### src/rtl/hostlink_pkg.sv
package hostlink_pkg;

    localparam int unsigned BYTE_W = 8;

    localparam int unsigned OFS_CSR = 0;
    localparam int unsigned OFS_OUT = 2;
    localparam int unsigned OFS_IN  = 4;

    localparam int unsigned CSR_TX_EN   = 0;
    localparam int unsigned CSR_TX_IE   = 1;
    localparam int unsigned CSR_TX_DONE = 2;
    localparam int unsigned CSR_RX_EN   = 4;
    localparam int unsigned CSR_RX_IE   = 5;
    localparam int unsigned CSR_RX_DONE = 7;

    localparam int unsigned OUT_CLOSE = 12;
    localparam int unsigned OUT_OPEN  = 13;
    localparam int unsigned OUT_LAST  = 14;

    typedef enum logic [1:0] {
        SEL_NONE,
        SEL_CSR,
        SEL_OUT,
        SEL_IN
    } reg_sel_e;

    typedef struct packed {
        logic rx_ie;
        logic rx_en;
        logic tx_ie;
        logic tx_en;
    } ctl_t;

    function automatic logic [15:0] pack_csr(ctl_t c, logic tx_done, logic rx_done);
        logic [15:0] w;
        w = '0;
        w[CSR_TX_EN]   = c.tx_en;
        w[CSR_TX_IE]   = c.tx_ie;
        w[CSR_TX_DONE] = tx_done;
        w[CSR_RX_EN]   = c.rx_en;
        w[CSR_RX_IE]   = c.rx_ie;
        w[CSR_RX_DONE] = rx_done;
        return w;
    endfunction

endpackage

### src/rtl/hostlink_rx.sv
module hostlink_rx #(
    parameter int unsigned W = 8
) (
    input  logic         clk,
    input  logic         rst,
    input  logic         en,
    input  logic         clr,
    input  logic         bit_in,
    input  logic         strobe,
    input  logic         last_in,
    output logic         ready,
    output logic         done,
    output logic         last_flag,
    output logic [W-1:0] data
);
    localparam int unsigned CW = $clog2(W + 1);

    logic [CW-1:0] cnt;
    logic          take;

    assign ready = en && !done;
    assign take  = ready && strobe;

    always_ff @(posedge clk) begin
        if (rst || clr) begin
            data      <= '0;
            cnt       <= '0;
            done      <= 1'b0;
            last_flag <= 1'b0;
        end else if (take) begin
            data <= {data[W-2:0], bit_in};
            cnt  <= cnt + 1'b1;
            if (cnt == CW'(W - 1) || last_in) begin
                done      <= 1'b1;
                last_flag <= last_in;
            end
        end
    end

    // a stopped receiver keeps its contents until cleared
    assert_rx_frozen_R5: assert property (@(posedge clk) disable iff (rst)
        (done && !clr) |=> (done && $stable(data) && $stable(last_flag)));

    // done only rises after an accepted strobe
    assert_rx_done_cause_R4: assert property (@(posedge clk) disable iff (rst)
        $rose(done) |-> $past(strobe && en));

endmodule

### src/rtl/hostlink_tx.sv
module hostlink_tx #(
    parameter int unsigned W = 8
) (
    input  logic         clk,
    input  logic         rst,
    input  logic         start,
    input  logic [W-1:0] din,
    input  logic         last_req,
    input  logic         ready_in,
    output logic         bit_out,
    output logic         strobe,
    output logic         last_out,
    output logic         done
);
    localparam int unsigned CW = $clog2(W + 1);

    logic [W-1:0]  sh;
    logic [CW-1:0] cnt;
    logic          busy;
    logic          lreq;
    logic          final_bit;

    assign final_bit = (cnt == CW'(W - 1));
    assign strobe    = busy;
    assign bit_out   = sh[W-1];
    assign last_out  = busy && lreq && final_bit;

    always_ff @(posedge clk) begin
        if (rst) begin
            sh   <= '0;
            cnt  <= '0;
            busy <= 1'b0;
            lreq <= 1'b0;
            done <= 1'b0;
        end else if (!busy) begin
            if (start) begin
                sh   <= din;
                cnt  <= '0;
                busy <= 1'b1;
                lreq <= last_req;
                done <= 1'b0;
            end
        end else if (ready_in) begin
            sh  <= {sh[W-2:0], 1'b0};
            cnt <= cnt + 1'b1;
            if (final_bit) begin
                busy <= 1'b0;
                done <= 1'b1;
            end
        end
    end

    // without the far end ready the bit in flight holds
    assert_tx_hold_R8: assert property (@(posedge clk) disable iff (rst)
        (busy && !ready_in) |=> (busy && $stable(sh) && $stable(cnt)));

    // done never coexists with a byte in flight
    assert_tx_done_idle_R9: assert property (@(posedge clk) disable iff (rst)
        done |-> !busy);

endmodule

### src/rtl/hostlink_relay.sv
module hostlink_relay (
    input  logic clk,
    input  logic rst,
    input  logic wr,
    input  logic open_cmd,
    input  logic close_cmd,
    output logic closed
);
    always_ff @(posedge clk) begin
        if (rst) begin
            closed <= 1'b0;
        end else if (wr && (open_cmd != close_cmd)) begin
            closed <= close_cmd;
        end
    end

    // conflicting command leaves the relay alone
    assert_relay_both_R10: assert property (@(posedge clk) disable iff (rst)
        (wr && open_cmd && close_cmd) |=> $stable(closed));

    // a lone open command opens
    assert_relay_open_R10: assert property (@(posedge clk) disable iff (rst)
        (wr && open_cmd && !close_cmd) |=> !closed);

endmodule

### src/rtl/hostlink_ctrl.sv
module hostlink_ctrl
    import hostlink_pkg::*;
#(
    parameter int unsigned    AW   = 16,
    parameter logic [AW-1:0]  BASE = AW'(16'hEFF8)
) (
    input  logic          clk,
    input  logic          rst,
    input  logic          bus_sel,
    input  logic          bus_wr,
    input  logic [AW-1:0] bus_addr,
    input  logic [15:0]   bus_wdata,
    output logic [15:0]   bus_rdata,
    input  logic          rx_bit,
    input  logic          rx_strobe,
    input  logic          rx_last,
    output logic          rx_ready,
    output logic          tx_bit_out,
    output logic          tx_strobe,
    output logic          tx_last,
    input  logic          tx_ready,
    input  logic          imp_down,
    input  logic          host_relay_chk_n,
    input  logic          imp_relay_chk_n,
    output logic          host_relay_close,
    output logic          irq
);
    localparam logic [AW-1:0] ADDR_CSR = BASE + AW'(OFS_CSR);
    localparam logic [AW-1:0] ADDR_OUT = BASE + AW'(OFS_OUT);
    localparam logic [AW-1:0] ADDR_IN  = BASE + AW'(OFS_IN);

    reg_sel_e           sel;
    ctl_t               ctl;
    logic               wr_csr, wr_out, rd_in;
    logic               rx_done, rx_lastf, tx_done;
    logic [BYTE_W-1:0]  rx_data;
    logic               down_sticky;
    logic               unused_wdata;

    assign unused_wdata = ^{bus_wdata[15], bus_wdata[11:8]};

    always_comb begin
        sel = SEL_NONE;
        if (bus_sel) begin
            if (bus_addr == ADDR_CSR)      sel = SEL_CSR;
            else if (bus_addr == ADDR_OUT) sel = SEL_OUT;
            else if (bus_addr == ADDR_IN)  sel = SEL_IN;
        end
    end

    assign wr_csr = bus_wr && (sel == SEL_CSR);
    assign wr_out = bus_wr && (sel == SEL_OUT);
    assign rd_in  = !bus_wr && (sel == SEL_IN);

    always_ff @(posedge clk) begin
        if (rst) begin
            ctl <= '0;
        end else if (wr_csr) begin
            ctl.tx_en <= bus_wdata[CSR_TX_EN];
            ctl.tx_ie <= bus_wdata[CSR_TX_IE];
            ctl.rx_en <= bus_wdata[CSR_RX_EN];
            ctl.rx_ie <= bus_wdata[CSR_RX_IE];
        end
    end

    always_ff @(posedge clk) begin
        if (rst) begin
            down_sticky <= 1'b0;
        end else if (rd_in) begin
            down_sticky <= imp_down;
        end else if (imp_down) begin
            down_sticky <= 1'b1;
        end
    end

    hostlink_rx #(.W(BYTE_W)) u_rx (
        .clk       (clk),
        .rst       (rst),
        .en        (ctl.rx_en),
        .clr       (rd_in),
        .bit_in    (rx_bit),
        .strobe    (rx_strobe),
        .last_in   (rx_last),
        .ready     (rx_ready),
        .done      (rx_done),
        .last_flag (rx_lastf),
        .data      (rx_data)
    );

    hostlink_tx #(.W(BYTE_W)) u_tx (
        .clk      (clk),
        .rst      (rst),
        .start    (wr_out && ctl.tx_en),
        .din      (bus_wdata[BYTE_W-1:0]),
        .last_req (bus_wdata[OUT_LAST]),
        .ready_in (tx_ready),
        .bit_out  (tx_bit_out),
        .strobe   (tx_strobe),
        .last_out (tx_last),
        .done     (tx_done)
    );

    hostlink_relay u_relay (
        .clk       (clk),
        .rst       (rst),
        .wr        (wr_out),
        .open_cmd  (bus_wdata[OUT_OPEN]),
        .close_cmd (bus_wdata[OUT_CLOSE]),
        .closed    (host_relay_close)
    );

    always_comb begin
        bus_rdata = '0;
        if (!bus_wr) begin
            case (sel)
                SEL_CSR: bus_rdata = pack_csr(ctl, tx_done, rx_done);
                SEL_OUT: bus_rdata[OUT_CLOSE] = host_relay_close;
                SEL_IN:  bus_rdata = {4'b0000, imp_relay_chk_n, host_relay_chk_n,
                                      down_sticky, rx_lastf, rx_data};
                default: bus_rdata = '0;
            endcase
        end
    end

    assign irq = (rx_done && ctl.rx_ie) || (tx_done && ctl.tx_ie);

    // an interrupt always has a done flag behind it
    assert_irq_source_R11: assert property (@(posedge clk) disable iff (rst)
        irq |-> (rx_done || tx_done));

    // the sticky down flag is set after any down cycle not consumed by a read
    assert_down_sticky_R7: assert property (@(posedge clk) disable iff (rst)
        (imp_down && !rd_in) |=> down_sticky);

endmodule

### config.mk
export PLATFORM = sky130hd
export DESIGN_NAME = hostlink_ctrl
export DESIGN_NICKNAME = d
export VERILOG_FILES = /design/src/rtl/hostlink_pkg.sv /design/src/rtl/hostlink_rx.sv /design/src/rtl/hostlink_tx.sv /design/src/rtl/hostlink_relay.sv /design/src/rtl/hostlink_ctrl.sv
export SDC_FILE = /design/constraint.sdc
export NUM_CORES = 1
export LEC_CHECK = 0
export ABC_AREA = 1
export BUFFER_PORTS_ARGS = -buffer_cell sky130_fd_sc_hd__buf_2
export CAP_MARGIN = 10
export CORE_MARGIN = 1
export CORE_UTILIZATION = 35
export CTS_CLUSTER_SIZE = 40
export DETAILED_ROUTE_END_ITERATION = 16
export SYNTH_ARGS = -nofsm -noshare
export SYNTH_HDL_FRONTEND = slang
export SYNTH_SLANG_ARGS = --single-unit
### constraint.sdc
create_clock -name clk -period 2.2 [get_ports clk]
set_clock_uncertainty 0.1 [all_clocks]
set_input_delay 0 -clock clk [delete_from_list [all_inputs] [get_ports clk]]
set_output_delay 0 -clock clk [all_outputs]
set_load 0.02 [all_outputs]
# ---- Yosys cells after proc, flatten, opt, wreduce, memory -nomap -nowiden
# Index checks and enable logic that the tools add are counted.
dict set report classes {
  mux 23
  addsub 2
  bitwise 1
  n_reduce_logical 22
  n_eq_ne 11
}
# op count
set op_table {}
lappend op_table {{16-bit == test, second input constant} 3}
lappend op_table {{8-bit two-way mux} 3}
lappend op_table {{12-bit case mux with 2 select lines} 1}
lappend op_table {{13-bit two-way mux} 1}
lappend op_table {{4-bit two-way mux} 3}
lappend op_table {{1-bit logical AND} 11}
lappend op_table {{1-bit two-way mux} 11}
lappend op_table {{4-bit by 1-bit adder with 4-bit output, second input constant} 2}
lappend op_table {{4-bit by 3-bit == test with 1-bit output, second input constant} 2}
lappend op_table {{2-bit two-way mux} 4}
lappend op_table {{2-bit AND reduction} 3}
lappend op_table {{2-bit == test, second input constant} 2}
lappend op_table {{2-bit inequality test, second input constant} 2}
lappend op_table {{2-bit nonzero test} 2}
lappend op_table {{1-bit logical OR} 3}
lappend op_table {{3-bit AND reduction} 1}
lappend op_table {{2-bit by 1-bit == test with 1-bit output, second input constant} 1}
lappend op_table {{1-bit zero test} 2}
lappend op_table {{1-bit inequality test} 1}
lappend op_table {{1-bit NOT} 1}
dict set report totals {
  reg_bits 35
  out_inout_bits 22
  elab_cells 74
}

# ---- Logic depth before layout (Yosys ltp)
# Gate-level depths: netlist (run 1).
dict set report logic_depth {
  ltp_word 10
  depth_mapped 12
  ltp_nobuf 11
}

# ---- Modules after synthesis
# A second synthesis (run 1) with hierarchy kept.
dict set report unflattened {
  hier_cells 286
  area_unflattened_um2 1950.6
}
# mod cells_each seq_area_each_um2 area_each_um2 n_inst
set modules_own_cells {}
lappend modules_own_cells {hostlink_tx 102 300.3 748.2 1}
lappend modules_own_cells {hostlink_ctrl 98 100.1 576.8 1}
lappend modules_own_cells {hostlink_rx 76 280.3 570.5 1}
lappend modules_own_cells {hostlink_relay 10 20.0 55.1 1}

# ---- Worst setup path before layout (run 1)
# No wires, ideal clock.
dict set report synth_path {
  path_kind {register -> register}
  from {register ctl[2] (netlist name)}
  to {register u_rx.data[0]}
  path_buffers 1
  setup_slack_ns 0.631
  setup_time_ns 0.066
  period_less_slack_ns 1.569
  arrival_ns 1.403
  stages_incl_launch_ff 8
  required_time_ns 2.034
  path_cell_list {dfxtp_1 -> inv_1 -> nor2_1 -> nand2_1 -> inv_1 -> clkbuf_1 -> nand2_1 -> a21oi_2}
}
dict set report synth_via {
  elab_chain_cells 2
}
# item line_no
set synth_rtl {}
lappend synth_rtl {{start, declared} hostlink_ctrl.sv:33} ;# ctl_t ctl;
lappend synth_rtl {{1-bit logical AND} hostlink_rx.sv:21} ;# assign ready = en && !done;
lappend synth_rtl {{named net rx_ready} hostlink_ctrl.sv:17} ;# output logic rx_ready,
lappend synth_rtl {{1-bit logical AND} hostlink_rx.sv:22} ;# assign take = ready && strobe;
lappend synth_rtl {{end signal, assigned} hostlink_rx.sv:31} ;# data <= {data[W-2:0], bit_in};
lappend synth_rtl {{end, declared} hostlink_rx.sv:14} ;# output logic [W-1:0] data
# The timed path passes the listed nets, and every way through them passes these cells.
# A chain may end at the register's enable or synchronous reset.

==> results of run 1 <==
-- area by class of cell --
| type | count | area, um2 |
|---|---|---|
| Fill cell | 607 | 2933 |
| Multi-Input combinational cell | 215 | 1117 |
| Sequential cell | 35 | 700.7 |
| Timing Repair Buffer | 76 | 473.0 |
| Inverter | 47 | 176.4 |
| Tap cell | 72 | 90.09 |
| Clock buffer | 6 | 82.58 |
| Clock inverter | 2 | 35.03 |
-- state kept, by name, indices dropped and copies added, names as in the netlist, 4 cells and up --
signal,cells
u_rx.data,8
u_tx.sh,8
ctl,4
u_rx.cnt,4
u_tx.cnt,4
-- layer usage --
metal	vias up	GRT usage (%)	share of wire, %
met5	-	0	0
met4	0	4.909	1.1
met3	7	3.333	3.8
met2	41	29.65	46
met1	877	20.03	49
li1	1093	-	-
-- cells in the final DEF, fill, tap and decap left out --
cell	synthesis	final
nand3_4	1	1
clkbuf_8	0	6
nor3b_1	1	1
nand2_1	85	85
inv_2	1	1
nand4_4	1	1
nand4_1	1	1
nand3_2	7	7
buf_2	2	56
bufinv_16	0	1
conb_1	1	3
nand2_2	3	3
nand3_1	8	8
inv_1	46	46
xor2_1	1	1
nor3_1	4	4
nor2_2	7	7
ha_1	2	2
clkinv_2	0	1
dlygate4sd3_1	0	17
buf_4	3	3
dfxtp_1	35	35
a21oi_2	11	11
a21oi_1	26	26
nor2_1	28	28
nor2_8	1	1
nand2_4	3	3
nor2_4	2	2
o21ai_0	20	20
-- per-stage QoR --
step | instances | setup slack (ns) | utilization (%) | hold WS (ns) | instance area (um2)
detailed placement | 428 | 0.5896 | 42.57 | 0.1144 | 2387
finish | 453 | 0.2362 | 47.70 | 0.01943 | 2675
floorplan | 309 | 0.6313 | - | -0.03093 | 2079
global placement | 428 | 0.6142 | 42.57 | 0.1035 | 2387
CTS | 453 | 0.2376 | 47.70 | 0.01338 | 2675
global route | 453 | 0.1142 | 47.70 | 0.04237 | 2675
-- path summary, 6_finish.rpt --
path,end,cells after the start,from
min reg2reg,ctl[3],2,ctl[3]
max,u_relay.closed,6,u_relay.closed
max reg2reg,u_relay.closed,6,u_relay.closed
min,u_tx.strobe,4,tx_ready
-- cell families (layout without fill, tap and decap cells) --
| group | after synthesis | count (layout) | share of synthesized area (%) |
|---|---|---|---|
| xor gates and xnor gates | 1 | 1 | 0.4228 |
| buffers and inverters | 59 | 131 | 12.62 |
| DFF | 35 | 35 | 33.82 |
| adders and majority gates | 2 | 2 | 1.208 |
| other | 1 | 3 | 0.1810 |
| AOI/OAI and AO/OA | 57 | 57 | 15.76 |
| and+or+nand+nor | 152 | 152 | 35.99 |
-- worst max-delay path: cells and delay by family (launching register included) --
kind	cells	cell delay (ns)
compound gates	2	0.25
simple gates	1	0.06
buf+inv	3	1.16
flops	1	0.34
-- power groups by stage --
| stage | Clock, mW | Sequential [mW] | Combinational [mW] |
|---|---|---|---|
| finish | 0.600 | 0.635 | 0.110 |
| global route | 0.642 | 0.635 | 0.125 |
| CTS | 0.617 | 0.635 | 0.110 |
| detailed placement | 0 | 0.650 | 0.0894 |
| global placement | 0 | 0.650 | 0.0883 |
| floorplan | 0 | 0.650 | 0.0496 |
-- what timing repair did --
action / 4_1_cts / 5_1_grt
resized for setup: 0 / 0
hold buffers: 17 / 0
hold endpoints to repair: 19 / 0
endpoints found under the setup margin: 0 / 0
==> summary.md, run 1 <==
| Metric | Value |
|---|---|
| CTS Root Buffer Type | clkbuf_8 |
| Switching power | 289.8 uW |
| DR vias | a little over 2000 |
| Count of cell types in the netlist | 29 |
| Max Clk Rate | between 0.5 and 0.6 GHz |
| Die height | slightly below 80 um |
| Mapped Cells | 307 |
| Residual DRC | 0 |
| ANT cells | 0 |
| Post-synthesis async set-or-reset flop share | 0% |
| Largest net degree at the start of global routing | 21 |
| FP Rows | 27 |
| Detailed Routing Iterations Pass 1 | 4 |
| Post-CTS Setup Inserts | 0 |
| Hold crit path type | input port to register |
| Final slew viol count | 0 |
| CP Launch Type | register |
| Final period util | roughly nine tenths |
| Avg Cell Area, Syn | approximately 6.7 um2 |
| Inserted Clock Buffers | 5 |
| Lkg Pwr | 1.278 nW |
| Mapped Area | ~0.0021 mm2 |
| Sequential area share after synthesis | 33.82% |
| Comb pwr share | under 10% |
| Vias in the first global route | 1995 |
| Vias/cell | 4.455 |
| CTS tree | built |
| Clock share of power | between 40 and 50% |
| Layout cells sized above 1 | 27.30% |
| Die area | just over 0.006 mm2 |
| Critical path data required time | approximately 2.3 ns |
| Initial DRC count | 43 |
| Count leader, synth | nand2_1 |
| Final min period | between 1.5 and 2 ns |
| Int Pwr | 1.055 mW |
| Synth top area cells | dfxtp_1, nand2_1, inv_1 |
| Die Width | approximately 79 um |
| Flop-to-flop setup slack | 0.24 ns |
| CP max FO | 3 |
| Top cells by count, synth | nand2_1, inv_1, dfxtp_1 |
| Core outline area | 0.005608 mm2 |
| Setup Total Neg Slack | 0 ns |
| Final hold violation count | 0 |
| Final setup vio count | 0 |
| Total power | about 1.3 mW |
| CP cell instances | inv_1 > a21oi_1 > dlygate4sd3_1 > nand2_1 > a21oi_1 > dlygate4sd3_1 |
| CP max-delay cell | dlygate4sd3_1 |
| Final net count | between 400 and 500 |
| Maxcap violations | 0 |
| Main synth FF type | dfxtp_1 |
| Htree depth | 2 |
| Total GRT Usage | between 10% and 20% |
| Routed length per placed instance | 10.19 um |
| Placed wire-length estimate | ~3.5 mm |
| Worst setup EP type | register |
| Synth warn | 0 |
| Post-synth EDFFs | 0 |
| Gr ovfl total | 0 |
| Initial antenna violation count | 0 |
| Clock Pin Slew Worst Setup and Hold Paths | ~0.070 ns |
| Max Buffers Root-to-Sink | 2 |
| Seq pwr share | 47.2% |
| IO buf count | 56 |
| Top Ports | 65 |
| Unrepaired setup endpoints after global routing | false |
| Worst EP arrival | ~2.1 ns |
| GPL Wtd Cong | around 0.73 |
| Status | completed |
| Global-route wire length before repair | 8.286 mm |
| Area growth syn-to-layout | 29.11% |
| Register bit total from synthesis | 35 |
| Yosys top cell area share | ~34% |
| VDD IR max | between 0.2 and 0.3 mV |
| Worst skew pair latency | roughly 0.29 ns |
| Cell Pwr Density | about 500 mW/mm2 |
| ANT nets after route | 0 |
| Final wirelength | around 4.6 mm |
| Setup CP Type | register to register |
| Worst path max stage delay | between 0.5 and 0.6 ns |
| Initial Util | between 30% and 40% |
| CTS sink cnt | 35 |
| Sw Ratio | 21.54% |
| Largest area contributor in the netlist | dfxtp_1 |
No activity file was read; power rests on OpenSTA's default activity.
==> inputs of run 2 (changes only) <==
--- a/config.mk
+++ b/config.mk
@@ -8,10 +8,13 @@
 export ABC_AREA = 1
 export BUFFER_PORTS_ARGS = -buffer_cell sky130_fd_sc_hd__buf_2
 export CAP_MARGIN = 10
+export CELL_PAD_IN_SITES_DETAIL_PLACEMENT = 1
+export CELL_PAD_IN_SITES_GLOBAL_PLACEMENT = 2
 export CORE_MARGIN = 1
-export CORE_UTILIZATION = 35
+export CORE_UTILIZATION = 29
 export CTS_CLUSTER_SIZE = 40
 export DETAILED_ROUTE_END_ITERATION = 16
+export PLACE_DENSITY_LB_ADDON = 0.1
 export SYNTH_ARGS = -nofsm -noshare
 export SYNTH_HDL_FRONTEND = slang
 export SYNTH_SLANG_ARGS = --single-unit
==> run 2 against run 1 <==
Combinational power is essentially flat. Cell count grew 5.7%. Sequential share of layout area shrank 0.33 points. Sequential cell count is the same. Non-clock buffer count grew 2. Die area grew 20%. Total power shrank 5.4%. Critical path type unchanged.
==> summary.md, run 2 (synthesized netlist as in run 1, its figures left out) <==
| Metric | Value |
|---|---|
| Final hold violation count | 0 |
| Final instance area | roughly 0.0027 mm2 |
| Top Ports | between 60 and 70 |
| Residual DRC | 0 |
| IO buf count | between 50 and 60 |
| Hold crit path type | input port to register |
| Worst EP arrival | 2.18 ns |
| Area growth syn-to-layout | 30.74% |
| Top Layer Used | met4 |
| Inserted Clock Buffers | 5 |
| Die area | 0.007487 mm2 |
| WL met3 | 160 um |
| Post-CTS sizing | 0 |
| Routed length per placed instance | about 11 um |
| Metal1 wirelength | 2.514 mm |
| Final wirelength | ~5.2 mm |
| Vias/cell | 4.255 |
| Gr ovfl total | 0 |
| Final min period | around 2.0 ns |
| Initial antenna violation count | 0 |
| CP cell instances | inv_1 > a21oi_1 > dlygate4sd3_1 > nand2_1 > a21oi_1 > dlygate4sd3_1 |
| Lkg Pwr | about 1.3 nW |
| Status | completed |
| ANT nets after route | 0 |
| Unrepaired setup endpoints after global routing | false |
| GPL Wtd Cong | ~0.7 |
| Most common cell after layout, fill and taps aside | nand2_1 |
| CP max FO | 3 |
| Fin util | around two fifths |
| Clock Pin Slew Worst Setup and Hold Paths | about 0.080 ns |
| Htree depth | 2 |
| Critical path data required time | around 2.3 ns |
| DR vias | between 2000 and 2500 |
| Vias in the first global route | ~2100 |
| Setup CP Type | register to register |
| Routed wl met2 | 2.513 mm |
| Worst path max stage delay | slightly below 0.6 ns |
| CTS tree | built |
| DP Area | between 0.002 and 0.0025 mm2 |
| Die height | about 87 um |
| WHS | ~0.075 ns |
| Initial Util | a little under a third |
| Fill cell count | a little over 900 |
| Total GRT Usage | between 10% and 20% |
| Core outline area | 0.006832 mm2 |
| Detailed Routing Iterations Pass 1 | 4 |
| CP Launch Type | register |
| Final period util | a little over 90% |
| Final net count | roughly 430 |
| Initial DRC count | 32 |
| Largest net degree at the start of global routing | 21 |
| CTS Root Buffer Type | clkbuf_8 |
| Maxcap violations | 0 |
| Final slew viol count | 0 |
| Worst skew pair latency | ~0.28 ns |
| CTS sink cnt | 35 |
| Cell Pwr Density | 469.5 mW/mm2 |
| VDD IR max | around 0.20 mV |
| Largest registers | u_rx.data (8), u_tx.sh (8) |
| Layout cells sized above 1 | between 20% and 30% |
| Max Clk Rate | slightly below 0.5 GHz |
| ANT cells | 0 |
| Global-route wire length before repair | about 9.1 mm |
| Setup Total Neg Slack | 0 ns |
| CP max-delay cell | dlygate4sd3_1 |
| Final setup vio count | 0 |
| Die Width | roughly 87 um |
| Placed wire-length estimate | about 3.9 mm |
| Worst setup EP type | register |
| Leading cell types in the layout, fill and taps excluded | nand2_1, buf_2, inv_1 |
| FP Rows | 30 |
| Max Buffers Root-to-Sink | 2 |
run 2: cell types whose count changed in the layout (fill, tap and decap cells not counted):
cell and delta:
clkinv_2 -1, buf_4 +1, clkbuf_8 +1, dlygate4sd3_1 +1
clkinvlp_4 +1, bufinv_16 -1
run 2: where the power goes:
group          internal, mW  total [mW]  switching (mW)
clock network         0.285       0.525           0.240
logic                0.0550       0.112          0.0569
registers             0.635       0.635        0.000374
total                 0.975        1.27           0.297
run 2: final cells by class:
class	instances	area, um2	share of cell area [%]
Multi-Input combinational cell	215	1117	41.25
Clock buffer	7	96.34	3.557
Clock inverter	1	7.507	0.2771
Sequential cell	35	700.7	25.87
Inverter	47	176.4	6.513
Timing Repair Buffer	78	490.5	18.11
Tap cell	96	120.1	4.434
run 2: what timing repair did:
action	CTS	global route
buffers inserted	0	0
hold buffers	18	0
setup endpoints to repair	0	0
endpoints found under the hold margin	19	0
run 2: path summary, 6_finish.rpt:
check	cells after the start	endpoint	slack, ns	start
worst max register to register	6	u_relay.closed	0.15	u_relay.closed
worst max-delay path	6	u_relay.closed	0.15	u_relay.closed
worst min register to register	2	ctl[3]	0.37	ctl[3]
worst min-delay path	3	ctl[2]	0.08	bus_wr
run 2: stage by stage:
step	std cells	total power, mW	setup WS [ns]
after floorplan	309	0.6994	0.6313
after detailed placement	453	0.7414	0.5967
after global placement	453	0.7400	0.5929
after global routing	479	1.334	0.08610
after CTS	479	1.293	0.2295
final	479	1.272	0.1541
run 2: per-layer routing:
layer  global-route usage [%]  vias up
met5                        0        -
met4                    3.636        0
met3                    3.143        5
met2                    28.14       32
met1                    18.31      908
li1                         -     1093
run 2: worst max-delay path: cells and delay by family (launching register included):
kind            cells  cell delay (ns)
flops               1             0.35
simple gates        1             0.06
compound gates      2             0.29
buf+inv             3             1.19
